$ cat src/rtl/stream_align_pkg.sv
package stream_align_pkg;
  // Outcome of comparing the two sample numbers
  typedef enum logic [1:0] {
    LAG_NONE = 2'd0,
    LAG_A    = 2'd1,
    LAG_B    = 2'd2
  } lag_e;
endpackage

$ cat src/rtl/sa_ctr_join.sv
// Rebuilds the sample number from channel 0 of a frame (I = upper half, Q = lower half)
module sa_ctr_join #(
  parameter int SW = 16,
  parameter int FW = 96
) (
  input  logic [FW-1:0]   frame,
  output logic [2*SW-1:0] count
);
  logic [SW-1:0] hi_i, lo_q;
  assign hi_i  = frame[2*SW-1:SW];
  assign lo_q  = frame[SW-1:0];
  assign count = {hi_i, lo_q};
endmodule

$ cat src/rtl/sa_lag_cmp.sv
// Decides which stream is behind using the sign of the modular difference
module sa_lag_cmp
  import stream_align_pkg::*;
#(
  parameter int CW = 32
) (
  input  logic [CW-1:0] cnt_a,
  input  logic [CW-1:0] cnt_b,
  output lag_e          lag
);
  logic [CW-1:0] diff;
  assign diff = cnt_a - cnt_b;

  always_comb begin
    if (diff == '0)      lag = LAG_NONE;
    else if (diff[CW-1]) lag = LAG_A;
    else                 lag = LAG_B;
  end
endmodule

$ cat src/rtl/sa_out_reg.sv
// Registered output stage holding one aligned pair
module sa_out_reg #(
  parameter int FW = 96
) (
  input  logic          clk,
  input  logic          rst,
  input  logic          load,
  input  logic [FW-1:0] in_a,
  input  logic [FW-1:0] in_b,
  input  logic          o_ready,
  output logic          can_load,
  output logic          o_valid,
  output logic [FW-1:0] o_frame_a,
  output logic [FW-1:0] o_frame_b
);
  assign can_load = !o_valid || o_ready;

  always_ff @(posedge clk) begin
    if (rst) begin
      o_valid <= 1'b0;
    end else if (load) begin
      o_valid <= 1'b1;
    end else if (o_ready) begin
      o_valid <= 1'b0;
    end
  end

  always_ff @(posedge clk) begin
    if (load) begin
      o_frame_a <= in_a;
      o_frame_b <= in_b;
    end
  end

  // Output pair must not move while the consumer stalls
  assert_hold_stalled_R7: assert property (@(posedge clk) disable iff (rst)
    (o_valid && !o_ready) |=> (o_valid && $stable(o_frame_a) && $stable(o_frame_b)));
endmodule

$ cat src/rtl/stream_align.sv
module stream_align
  import stream_align_pkg::*;
#(
  parameter int SW        = 16,
  parameter int NDATA     = 2,
  parameter int ALIGN_IVL = 0,
  localparam int NCH      = NDATA + 1,
  localparam int FW       = 2 * SW * NCH,
  localparam int CW       = 2 * SW
) (
  input  logic          clk,
  input  logic          rst,
  input  logic          a_valid,
  output logic          a_ready,
  input  logic [FW-1:0] a_frame,
  input  logic          b_valid,
  output logic          b_ready,
  input  logic [FW-1:0] b_frame,
  output logic          o_valid,
  input  logic          o_ready,
  output logic [FW-1:0] o_frame_a,
  output logic [FW-1:0] o_frame_b,
  output logic          o_locked
);
  if (NDATA < 1 || NDATA > 2 || ALIGN_IVL < 0) begin : g_bad_cfg
    $error("stream_align: NDATA must be 1 or 2 and ALIGN_IVL non-negative");
  end

  logic [FW-1:0] frames [2];
  logic [CW-1:0] counts [2];
  assign frames[0] = a_frame;
  assign frames[1] = b_frame;

  for (genvar s = 0; s < 2; s++) begin : g_join
    sa_ctr_join #(.SW(SW), .FW(FW)) u_join (
      .frame(frames[s]),
      .count(counts[s])
    );
  end

  lag_e lag;
  sa_lag_cmp #(.CW(CW)) u_cmp (
    .cnt_a(counts[0]),
    .cnt_b(counts[1]),
    .lag  (lag)
  );

  logic both, can_load, fire;
  assign both = a_valid && b_valid && !rst;
  assign fire = both && (lag == LAG_NONE) && can_load;

  assign a_ready = fire || (both && lag == LAG_A);
  assign b_ready = fire || (both && lag == LAG_B);

  sa_out_reg #(.FW(FW)) u_out (
    .clk      (clk),
    .rst      (rst),
    .load     (fire),
    .in_a     (a_frame),
    .in_b     (b_frame),
    .o_ready  (o_ready),
    .can_load (can_load),
    .o_valid  (o_valid),
    .o_frame_a(o_frame_a),
    .o_frame_b(o_frame_b)
  );

  always_ff @(posedge clk) begin
    if (rst) begin
      o_locked <= 1'b0;
    end else if (fire) begin
      o_locked <= 1'b1;
    end else if (both && lag != LAG_NONE) begin
      o_locked <= 1'b0;
    end
  end

  // Readies only when both sides offer a frame
  assert_no_one_sided_R6: assert property (@(posedge clk) disable iff (rst)
    (a_ready || b_ready) |-> (a_valid && b_valid));

  // A taken pair shows up next cycle with matching sample numbers
  assert_pair_emitted_R2: assert property (@(posedge clk) disable iff (rst)
    (a_ready && b_ready) |=> (o_valid && o_frame_a[CW-1:0] == o_frame_b[CW-1:0]));

  // A discard clears the lock flag
  assert_unlock_on_drop_R8: assert property (@(posedge clk) disable iff (rst)
    (a_ready != b_ready) |=> !o_locked);

  // A discard never loads the output register
  assert_drop_no_emit_R3: assert property (@(posedge clk) disable iff (rst)
    ((a_ready != b_ready) && !o_valid) |=> !o_valid);
endmodule

$ cat config.mk
export PLATFORM = sky130hd
export DESIGN_NAME = stream_align
export DESIGN_NICKNAME = d
export VERILOG_FILES = /design/src/rtl/stream_align_pkg.sv /design/src/rtl/sa_ctr_join.sv /design/src/rtl/sa_lag_cmp.sv /design/src/rtl/sa_out_reg.sv /design/src/rtl/stream_align.sv
export SDC_FILE = /design/constraint.sdc
export NUM_CORES = 1
export LEC_CHECK = 0
export BUFFER_PORTS_ARGS = -buffer_cell sky130_fd_sc_hd__buf_4
export CAP_MARGIN = 20
export CORE_AREA = 2 2 154 156
export CTS_CLUSTER_DIAMETER = 100
export DETAILED_ROUTE_END_ITERATION = 16
export DIE_AREA = 0 0 156 158
export MAX_ROUTING_LAYER = met4
export PLACE_DENSITY = 0.62
export SLEW_MARGIN = 20
export SYNTH_ARGS = -nofsm -noshare
export SYNTH_HDL_FRONTEND = slang
export SYNTH_SLANG_ARGS = --single-unit
$ cat constraint.sdc
create_clock -name clk -period 10.7 [get_ports clk]
set_clock_uncertainty 0.15 [all_clocks]
set_input_delay 1.605 -clock clk [delete_from_list [all_inputs] [get_ports clk]]
set_output_delay 1.605 -clock clk [all_outputs]
set_load 0.05 [all_outputs]
[Word-level counts from Yosys, hierarchy flattened]
Cells that the tools add are included.
Storage, ports and cells
  flip-flop bits (word level): 194
  input bits: 197
  output and inout bits: 196
  logic and storage cells: 30
Operators by class
  add/sub/neg operators: 1
  eq/ne operators: 2
  muxes and demuxes: 6
  reductions and logical operators: 17
Operators by type and width (number)
  32-bit logical NOT: 1
  32-bit subtractor: 1
  1-bit logical AND: 7
  2-bit nonzero test: 3
  1-bit two-way mux: 4
  2-bit two-way mux: 2
  1-bit logical OR: 3
  2-bit by 1-bit equality test with 1-bit output (second input constant): 1
  2-bit equality test (second input constant): 1
  1-bit logical NOT: 2
  2-bit logical NOT: 1

[Depth between registers and ports, before layout]
Gate-level depths: netlist of run 1.
  depth after elaboration: 7
  depth in mapped cells: 12
  mapped depth without buffers: 12

[Hierarchy]
A second synthesis of run 1 with hierarchy kept.
Second synthesis, totals
  cells, all modules: 570
  area total of the unflattened synthesis: 8366.8 sq um
Modules (own cells, without submodules)
  sa_out_reg: times used 1, cells each 196, area an instance 5811.8 sq um, sequential area each 5785.5 sq um
  sa_lag_cmp: times used 1, cells each 300, area an instance 1980.6 sq um, sequential area each 0.0 sq um
  sa_ctr_join: times used 2, cells each 32, area an instance 240.2 sq um, sequential area each 0.0 sq um
  stream_align: times used 1, cells each 10, area an instance 93.8 sq um, sequential area each 20.0 sq um

[Least setup slack after synthesis of run 1]
Ideal clock, no wire load.
  kind: input to register
  start point: input a_frame[0]
  end point: register u_out.o_frame_a[0] (enable)
  library setup time: 572 ps
  arrival time: 8661 ps
  required time: 9978 ps
  setup slack: 1318 ps
  cell stages on the path: 12
  path buffers: 0
  path through: inv_1 > ha_1 > fa_1 > nand2b_1 > a21o_1 > a2111oi_0 > nor3_1 > xnor2_1 > a2111oi_0 > nand4_1 > nor4_1 > and4_1
On the way
  longest elaborated chain between the ends: 6
  elaborated cells between the ends (all ways): 7
  those cells by class: 1 x add/sub; 2 x mux; 4 x reduce/logical
Ends and longest elaborated chain
  start: declaration: RTL line stream_align.sv:15  | input logic [FW-1:0] a_frame,
  32-bit subtractor *: RTL line sa_lag_cmp.sv:12  | assign diff = cnt_a - cnt_b;
  32-bit logical NOT / 2-bit two-way mux (equally long branches): RTL line sa_lag_cmp.sv:15, sa_lag_cmp.sv:16
  2-bit two-way mux *: RTL line sa_lag_cmp.sv:15  | if (diff == '0) lag = LAG_NONE;
  2-bit logical NOT *: RTL line stream_align.sv:50  | assign fire = both && (lag == LAG_NONE) && can_load;
  1-bit logical AND * (2 in series): RTL line stream_align.sv:50
  named net fire: RTL line stream_align.sv:48  | logic both, can_load, fire;
  end signal: assignment: RTL line sa_out_reg.sv:30  | o_frame_a <= in_a;
  end: declaration: RTL line sa_out_reg.sv:13  | output logic [FW-1:0] o_frame_a,
The timed path passes the listed nets; every way through them passes the cells marked *.
A chain may end at the register's enable or synchronous reset.

[Worst setup path after layout of run 1]
  start point: input a_frame[0]
  end point: output b_ready
On the way
  longest elaborated chain between the ends: 7
  elaborated cells between the ends (all ways): 10
  those cells by class: 1 x add/sub; 1 x eq/ne; 2 x mux; 6 x reduce/logical
Ends and longest elaborated chain
  32-bit subtractor *: RTL line sa_lag_cmp.sv:12
  32-bit logical NOT / 2-bit two-way mux (equally long branches): RTL line sa_lag_cmp.sv:15, sa_lag_cmp.sv:16
  2-bit two-way mux *: RTL line sa_lag_cmp.sv:15
  2-bit logical NOT: RTL line stream_align.sv:50
  1-bit logical AND (2 in series): RTL line stream_align.sv:50
  1-bit logical OR *: RTL line stream_align.sv:53  | assign b_ready = fire || (both && lag == LAG_B);
  end: declaration: RTL line stream_align.sv:17  | output logic b_ready,
Every way passes the cells marked *; elsewhere a longest branch is shown, timed or not.

==> results of run 1 <==
-- power by group through the flow --
stage	clock [W]	combinational [W]	sequential, W
2_1_floorplan	0	0.000126	0.000852
3_3_place_gp	0	0.000223	0.000851
3_5_place_dp	0	0.000224	0.000851
4_1_cts	0.000670	0.000225	0.000834
5_1_grt	0.000693	0.000249	0.000834
6_report	0.000653	0.000227	0.000834
-- worst max-delay path by stage --
stage                     startpoint                           end  slack (ns)
after global routing      a_frame[0]                       b_ready        3.27
after detailed placement  a_frame[0]                       b_ready        3.60
after global placement    a_frame[0]                       b_ready        3.73
final                     a_frame[0]                       b_ready        3.60
after floorplan           a_frame[0]  u_out.o_frame_a[0]$_DFFE_PP_        1.32
after CTS                 a_frame[0]                       b_ready        3.59
-- layer usage --
| metal | part of all wire | vias up |
|---|---|---|
| li1 | - | 3166 |
| met1 | 0.41 | 3273 |
| met2 | 0.50 | 299 |
| met3 | 0.078 | 26 |
| met4 | 0.016 | 0 |
| met5 | 0 | - |
-- area by class of cell --
class                   count  area (sq um)
flip-flops and latches    194          5810
clock inverters            15           189
well taps                 290           363
clock buffers              17           425
repair buffers            395          2970
diodes                      1          2.50
inverters                  42           158
multi-input cells         358          2410
fillers                  2072         10700
-- kinds of logic after synthesis --
family / count (synthesis) / share of synthesized area
flip-flops: 194 / 0.687
AND/OR/NAND/NOR: 160 / 0.100
AO/OA/AOI/OAI: 148 / 0.117
buffers and inverters: 60 / 0.0277
adder cells (fa/ha/maj): 32 / 0.0483
XOR/XNOR: 12 / 0.0124
multiplexers: 6 / 0.00726
-- synth_stat cells (3+ instances only) --
| cell type | number |
|---|---|
| and3_1 | 5 |
| inv_1 | 42 |
| a31oi_1 | 10 |
| xor2_1 | 4 |
| nor2b_1 | 5 |
| clkbuf_1 | 15 |
| o21a_1 | 10 |
| a2111oi_0 | 6 |
| and2_1 | 4 |
| o22ai_1 | 3 |
| a211o_1 | 3 |
| nand3_1 | 9 |
| o2111ai_1 | 4 |
| a21oi_1 | 37 |
| xnor2_1 | 8 |
| ha_1 | 31 |
| or2_2 | 3 |
| o21bai_1 | 5 |
| o211ai_1 | 10 |
| nor4_1 | 5 |
| nor2_1 | 31 |
| nand4_1 | 14 |
| a211oi_1 | 5 |
| edfxtp_1 | 192 |
| a21o_1 | 12 |
| o21ai_0 | 22 |
| nor3b_1 | 5 |
| nor3_1 | 16 |
| nand2_1 | 39 |
| or3_1 | 6 |
| mux2i_1 | 5 |
| or4b_1 | 4 |
| nand2b_1 | 4 |
-- state kept, by name, summed over array words and instances, names as in the netlist --
signal / count
o_locked: 1
u_out.o_frame_a: 96
u_out.o_valid: 1
u_out.o_frame_b: 96
-- critical path: stages --
cell and delay (ns):
buf_4 0.08, inv_1 0.03, ha_1 0.22, fa_1 0.41, nand2b_1 0.20, a21o_1 0.27
a2111oi_0 0.73, nor3_1 0.19, xnor2_1 0.19, a2111oi_0 0.41, nand4_1 0.19, nor4_1 0.41
a31oi_1 0.16, buf_4 0.23
-- through the flow --
stage               cell area [sq um]  setup WS [ns]
finish                          12300           3.60
detailed placement              11700           3.60
CTS                             12300           3.59
global placement                11700           3.73
global route                    12300           3.27
floorplan                        8450           1.32
==> summary.txt, run 1 <==
Cell Count, Final, Fillers Out -> 1312
Fmax -> 141 MHz
Crit share post-route -> 0.663
Area delta synth->final -> 45.8%
Clock Power Share -> 0.381
Hold path start -> o_locked$_SDFFE_PP0P_
Detailed placement HPWL -> 22.5 mm
Post-DR vias/cell -> 5.16
NetSw -> 0.000453 W
Mapped Avg Cell Area -> 13.8 sq um
Hold Path Class -> reg -> reg
Layout cells sized above 1 -> 0.428
Rel. slew slack -> 0.320
Synthesis-stage register bit count -> 194
Flop pwr share -> 0.486
Antenna Nets Post-Route -> 0
DRT Pass-1 Iters -> 5
Synth unique cells -> 65
H-Tree Depth -> 4
RR Endpoint -> u_out.o_frame_a[53]$_DFFE_PP_
Nets -> 1237
Hold_ws -> 0.372 ns
DIE WIDTH -> 156 um
Hold depth -> 2
# setup viols final -> 0
Die ar. -> 24600 sq um
CP endpoint kind -> output pin
Drt wl/cell -> 21.7 um
Post-CTS setup buffers -> 0
WL final -> 28.5 mm
CP Class -> in -> out
Seq/Total Area, Yosys -> 0.687
Overflow after GRT -> 0
CTS Hold Bufs -> 0
GRT Resource Usage Total -> 0.224
FP Rows -> 56
Largest net degree at the start of global routing -> 83
Worst r2r src -> u_out.o_valid$_SDFFE_PP0P_
Gr busiest metal -> met2
Gpl congestion -> 0.900
Minimum clock period -> 7.10 ns
CTS sink cnt -> 194
Root buf cell -> clkbuf_16
Max-cap viol count -> 0
Gate Count Post-Synth -> 612
Critical Path AT -> 5.34 ns
Core Region -> 23100 sq um
Setup TNS -> 0 ns
Starting Density -> 0.366
LEAKAGE -> 5.07 nW
Top FF cell, synth -> edfxtp_1
Post-route DRC violation count -> 0
FF-to-FF path depth -> 4
Vias -> 6764
Met1 usage -> 0.273
Share of async-settable or async-resettable flops after synthesis -> 0
I/O Buffers -> 392
Post-synth EDFFs -> 192
Hold Path End -> o_locked$_SDFFE_PP0P_
First DRT Iteration DRCs -> 519
GR Layer Usage met3 -> 0.0619
Syn. warnings -> 0
Startpoint types -> input pin
Worst-case clock buffer depth -> 2
Max-slew violations -> 0
Largest fanout on the critical path -> 6
Internal power -> 0.00126 W
Initial antenna violation count -> 1
Critical path required time -> 8.95 ns
Ports -> 393
Comb power frac -> 0.132
Switching share of power -> 0.265
Outcome -> completed
CTS Buf Count -> 17
Cell taking the most area after synthesis -> edfxtp_1
Clk_lat worst skew -> 0.43 ns
Area share of the largest cell type after synthesis -> 0.683
RSZ-0062 raised after global routing -> false
Slew @ Worst Pin -> 1.02 ns
CTS tree -> built
Util after Layout -> 0.534
Post-cts resize count -> 0
Met2 Use GR -> 0.372
Worst VDD drop -> 0.0877 mV
Flop-to-flop setup slack -> 8.07 ns
Clock slew at reported path FFs -> 0.08 ns
Global-route wire length before repair -> 39.2 mm
Vias in the first global route -> 6278
Syn Std Cell Area -> 8450 sq um
Die Span Y -> 158 um
Hold Fails Final Rpt -> 0
Commonest non-fill, non-tap cell in the layout -> buf_4
Commonest cells after routing, fill and taps aside -> buf_4, edfxtp_1, inv_1, nand2_1, a21oi_1
Total Power -> 0.00171 W
Top area cells in the synthesized netlist -> edfxtp_1, ha_1, a21oi_1
Pwr dens -> 139 nW/um^2
Syn_nets -> 841
Placed cells -> 1279
Note: power is estimated with default switching activity, not from simulation.
==> run 2: changes to the inputs <==
- PLACE_DENSITY: 0.62 -> 0.64
- clock period: 10.7 -> 6.4 ns (I/O delays scaled with it)
==> summary.txt, run 2 (synthesis results as in run 1) <==
Cell Count, Final, Fillers Out -> 1324 (+0.91%)
RSZ-0062 raised after global routing -> false
Vias -> 6788 (+0.35%)
Placed cells -> 1289 (+0.78%)
Global-route wire length before repair -> 39.7 mm (+1.1%)
Gpl congestion -> 0.887 (-1.5%)
Largest net degree at the start of global routing -> 32 (-61%)
Slew @ Worst Pin -> 0.668 ns (-0.353 ns)
Die ar. -> 24600 sq um (unchanged)
Detailed placement HPWL -> 22.9 mm (+1.6%)
Post-cts resize count -> 0 (unchanged)
CTS sink cnt -> 194 (unchanged)
Setup TNS -> 0 ns (unchanged)
Worst VDD drop -> 0.132 mV (+51%)
Commonest non-fill, non-tap cell in the layout -> buf_4
Starting Density -> 0.366 (unchanged)
WL final -> 28.6 mm (+0.37%)
CP Class -> in -> out
Critical Path AT -> 4.57 ns (-0.77 ns)
Crit share post-route -> 0.887
Max-slew violations -> 0 (unchanged)
Die Span Y -> 158 um (unchanged)
Initial antenna violation count -> 4 (+3)
FF-to-FF path depth -> 4 (unchanged)
Flop-to-flop setup slack -> 4.44 ns (-3.63 ns)
Worst-case clock buffer depth -> 2 (unchanged)
LEAKAGE -> 5.13 nW (+1.2%)
Root buf cell -> clkbuf_16
Commonest cells after routing, fill and taps aside -> buf_4, edfxtp_1, inv_1, nand2_1, a21oi_1
Vias in the first global route -> 6390 (+1.8%)
Critical path required time -> 5.29 ns (-3.66 ns)
Clock slew at reported path FFs -> 0.08 ns (about the same)
Area delta synth->final -> 47.2%
Startpoint types -> input pin
CTS Buf Count -> 17 (unchanged)
Hold Fails Final Rpt -> 0 (unchanged)
H-Tree Depth -> 4 (unchanged)
Overflow after GRT -> 0 (unchanged)
Antenna Nets Post-Route -> 0 (unchanged)
PnR worst setup slack -> 0.723 ns (-2.88 ns)
CTS tree -> built
Hold depth -> 2 (unchanged)
Post-DR vias/cell -> 5.13 (-0.55%)
Worst r2r src -> u_out.o_valid$_SDFFE_PP0P_
Hold Path End -> o_locked$_SDFFE_PP0P_
I/O Buffers -> 392 (unchanged)
Rel. slew slack -> 0.549 (+0.229)
First DRT Iteration DRCs -> 616 (+19%)
CP endpoint kind -> output pin
Post-CTS setup buffers -> 0 (unchanged)
DRT Pass-1 Iters -> 5 (unchanged)
# setup viols final -> 0 (unchanged)
Ports -> 393 (unchanged)
Minimum clock period -> 5.68 ns
FP Rows -> 56 (unchanged)
RR Endpoint -> u_out.o_frame_a[22]$_DFFE_PP_
GRT Resource Usage Total -> 0.227 (+0.00253)
Hold path start -> o_locked$_SDFFE_PP0P_
Drt wl/cell -> 21.6 um (-0.54%)
Layout cells sized above 1 -> 0.434 (+0.00597)
Outcome -> completed
DIE WIDTH -> 156 um (unchanged)
Fmax -> 176 MHz
Hold_ws -> 0.386 ns (+0.0145 ns)
Largest fanout on the critical path -> 6 (unchanged)
Dpl ws -> 0.752 ns (-2.85 ns)
Nets -> 1247 (+0.81%)
Max-cap viol count -> 0 (unchanged)
Util after Layout -> 0.540 (+0.00516)
Largest regs -> u_out.o_frame_a: 96 flops, u_out.o_frame_b: 96 flops
Clk_lat worst skew -> 0.43 ns (about the same)
Post-route DRC violation count -> 0 (unchanged)
Core Region -> 23100 sq um (unchanged)
CTS Hold Bufs -> 0 (unchanged)
Hold Path Class -> reg -> reg
Pwr dens -> 229 nW/um^2 (+64%)
run 2: how the worst max path moves through the flow:
stage	from	to	depth (start not counted)
final	a_frame[0]	b_ready	14
after floorplan	a_frame[0]	u_out.o_frame_a[0]$_DFFE_PP_	12
after detailed placement	a_frame[0]	u_out.o_frame_b[41]$_DFFE_PP_	14
after global routing	a_frame[0]	b_ready	14
after global placement	a_frame[0]	b_ready	14
after CTS	a_frame[0]	b_ready	14
run 2: critical path, cell delays in order:
cell and delay [ns]:
buf_4 0.08, inv_1 0.03, ha_1 0.22, fa_1 0.42, nand2b_1 0.21, a21o_1 0.27
a2111oi_0 0.61, nor3_1 0.18, xnor2_1 0.18, a2111oi_0 0.43, nand4_1 0.16, nor4_1 0.43
a31oi_1 0.14, buf_4 0.23
run 2: final cells by class:
cell class / instances / area (sq um)
clock inverter: 14 / 163
antenna: 4 / 10.0
inverter: 42 / 158
multi-input combinational: 358 / 2410
tap: 290 / 363
sequential: 194 / 5810
timing repair buffer: 405 / 3100
fill: 2030 / 10600
clock buffer: 17 / 425
run 2: power breakdown:
group / internal, W / switching [W]
Combinational: 0.000180 / 0.000201
Sequential: 0.00139 / 0.000000188
Clock: 0.000525 / 0.000544
run 2: stage by stage:
step	instance area, sq um	power [W]
global route	12400	0.00295
finish	12400	0.00284
detailed placement	11800	0.00180
global placement	11800	0.00180
CTS	12400	0.00286
floorplan	8450	0.00164
run 2: per-layer routing:
layer / GRT usage / wire length, um
met1: 0.272 / 11600
met2: 0.374 / 14300
met3: 0.0704 / 2160
met4: 0.0603 / 481
met5: - / 0
==> run 3: changes to the inputs <==
- CORE_AREA: 2 2 154 156 -> unset
- CORE_MARGIN: unset -> 5
- CORE_UTILIZATION: unset -> 42
- DIE_AREA: 0 0 156 158 -> unset
- PLACE_DENSITY: 0.64 -> 0.72
==> summary.txt, run 3 (synthesis results as in run 1) <==
Minimum clock period -> 5.65 ns (-0.0271 ns)
Worst-case clock buffer depth -> 2 (unchanged)
Critical Path AT -> 4.54 ns (-0.03 ns)
Hold Fails Final Rpt -> 0 (unchanged)
Worst r2r src -> u_out.o_valid$_SDFFE_PP0P_
CTS Buf Count -> 17 (unchanged)
Max-slew violations -> 0 (unchanged)
Core Region -> 19700 sq um (-15%)
Post-CTS setup buffers -> 0 (unchanged)
Post-cts resize count -> 0 (unchanged)
Filler instances -> 1583 (-22%)
Placed cells -> 1260 (-2.2%)
DIE WIDTH -> 152 um (-2.7%)
Die ar. -> 23000 sq um (-6.5%)
Layout cells sized above 1 -> 0.432 (-0.00221)
Global-route wire length before repair -> 41.9 mm (+5.6%)
Gr busiest metal -> met2
Max-cap viol count -> 0 (unchanged)
Nets -> 1243 (-0.32%)
Die Span Y -> 152 um (-3.9%)
CTS tree -> built
Commonest non-fill, non-tap cell in the layout -> buf_4
GR Layer Usage met3 -> 0.0622 (-0.00815)
Cell Count, Final, Fillers Out -> 1292 (-2.4%)
CP Class -> in -> out
H-Tree Depth -> 4 (unchanged)
# setup viols final -> 0 (unchanged)
Root buf cell -> clkbuf_16
Hold path start -> u_out.o_valid$_SDFFE_PP0P_
Initial antenna violation count -> 1 (-3)
CTS sink cnt -> 194 (unchanged)
Cell area after layout -> 12400 sq um (-0.65%)
Rel. slew slack -> 0.414 (-0.135)
Critical path required time -> 5.29 ns (about the same)
LEAKAGE -> 5.10 nW (-0.48%)
Met2 Use GR -> 0.408 (+0.0335)
Ports -> 393 (unchanged)
Post-route DRC violation count -> 0 (unchanged)
GRT Resource Usage Total -> 0.250 (+0.0227)
Crit share post-route -> 0.883 (-0.00423)
Area delta synth->final -> 46.3%
Pwr dens -> 228 nW/um^2 (-0.28%)
Largest regs -> u_out.o_frame_a: 96 flops, u_out.o_frame_b: 96 flops
WL final -> 29.3 mm (+2.6%)
Commonest cells after routing, fill and taps aside -> buf_4, edfxtp_1, inv_1, nand2_1, a21oi_1
Startpoint types -> input pin
Drt wl/cell -> 22.7 um (+5.1%)
Slew @ Worst Pin -> 0.857 ns (+0.189 ns)
Vias in the first global route -> 6616 (+3.5%)
Largest net degree at the start of global routing -> 38 (+19%)
Clk_lat worst skew -> 0.44 ns (about the same)
Fmax -> 177 MHz (+0.48%)
I/O Buffers -> 392 (unchanged)
Hold_ws -> 0.391 ns (+0.00473 ns)
Hold Path Class -> reg -> reg
Overflow after GRT -> 0 (unchanged)
Detailed placement HPWL -> 23.8 mm (+4.3%)
Largest fanout on the critical path -> 6 (unchanged)
First DRT Iteration DRCs -> 535 (-13%)
Worst VDD drop -> 0.185 mV (+40%)
Post-DR vias/cell -> 5.30 (+3.4%)
Met1 usage -> 0.307 (+0.0354)
RSZ-0062 raised after global routing -> false
FP Rows -> 51 (-8.9%)
Util after Layout -> 0.629 (+0.0891)
Starting Density -> 0.430 (+0.0634)
Dpl cell area -> 11800 sq um (-0.62%)
Antenna Nets Post-Route -> 0 (unchanged)
DRT Pass-1 Iters -> 4 (-1)
CTS Hold Bufs -> 0 (unchanged)
CP endpoint kind -> output pin
Crit. Startpoint -> a_frame[0]
Clock slew at reported path FFs -> 0.08 ns (about the same)
Gpl congestion -> 0.953 (+7.5%)
Outcome -> completed
Setup TNS -> 0 ns (unchanged)
Vias -> 6849 (+0.90%)
## run 3: area by class of cell
class	instances	area, sq um	share of cell area
antenna	1	2.50	0.000203
multi-input combinational	358	2410	0.195
sequential	194	5810	0.470
clock buffer	17	425	0.0344
clock inverter	14	163	0.0132
tap	265	332	0.0268
timing repair buffer	401	3060	0.248
inverter	42	158	0.0128
## run 3: routing by layer
metal	vias to the layer above	share of wire
met5	-	0
met4	0	0.028
met3	45	0.067
met2	305	0.50
met1	3320	0.41
li1	3179	-
## run 3: metrics by stage
stage,worst slack (ns),total power (W)
5_1_grt,0.308,0.00294
6_report,0.750,0.00282
4_1_cts,0.766,0.00284
3_3_place_gp,0.789,0.00179
3_5_place_dp,0.710,0.00179
2_1_floorplan,0.668,0.00164
## run 3: path summary, 6_finish.rpt
kind	endpoint	slack (ns)	depth (start not counted)
min	u_out.o_valid$_SDFFE_PP0P_	0.39	2
max	b_ready	0.75	14
min reg2reg	u_out.o_valid$_SDFFE_PP0P_	0.39	2
max reg2reg	u_out.o_frame_a[34]$_DFFE_PP_	4.36	4
## run 3: critical path, cell delays in order
cell and delay [ns]:
buf_4 0.08, inv_1 0.03, ha_1 0.23, fa_1 0.42, nand2b_1 0.21, a21o_1 0.27, a2111oi_0 0.65, nor3_1 0.18
xnor2_1 0.19, a2111oi_0 0.38, nand4_1 0.18, nor4_1 0.39, a31oi_1 0.14, buf_4 0.23
## run 3: report_power, final
part | leakage, nW | switching, W | total [W] | internal [W]
clock | 0.287 | 0.000523 | 0.00105 | 0.000524
sequential | 1.74 | 0.000000202 | 0.00139 | 0.00139
combinational | 3.08 | 0.000197 | 0.000376 | 0.000180
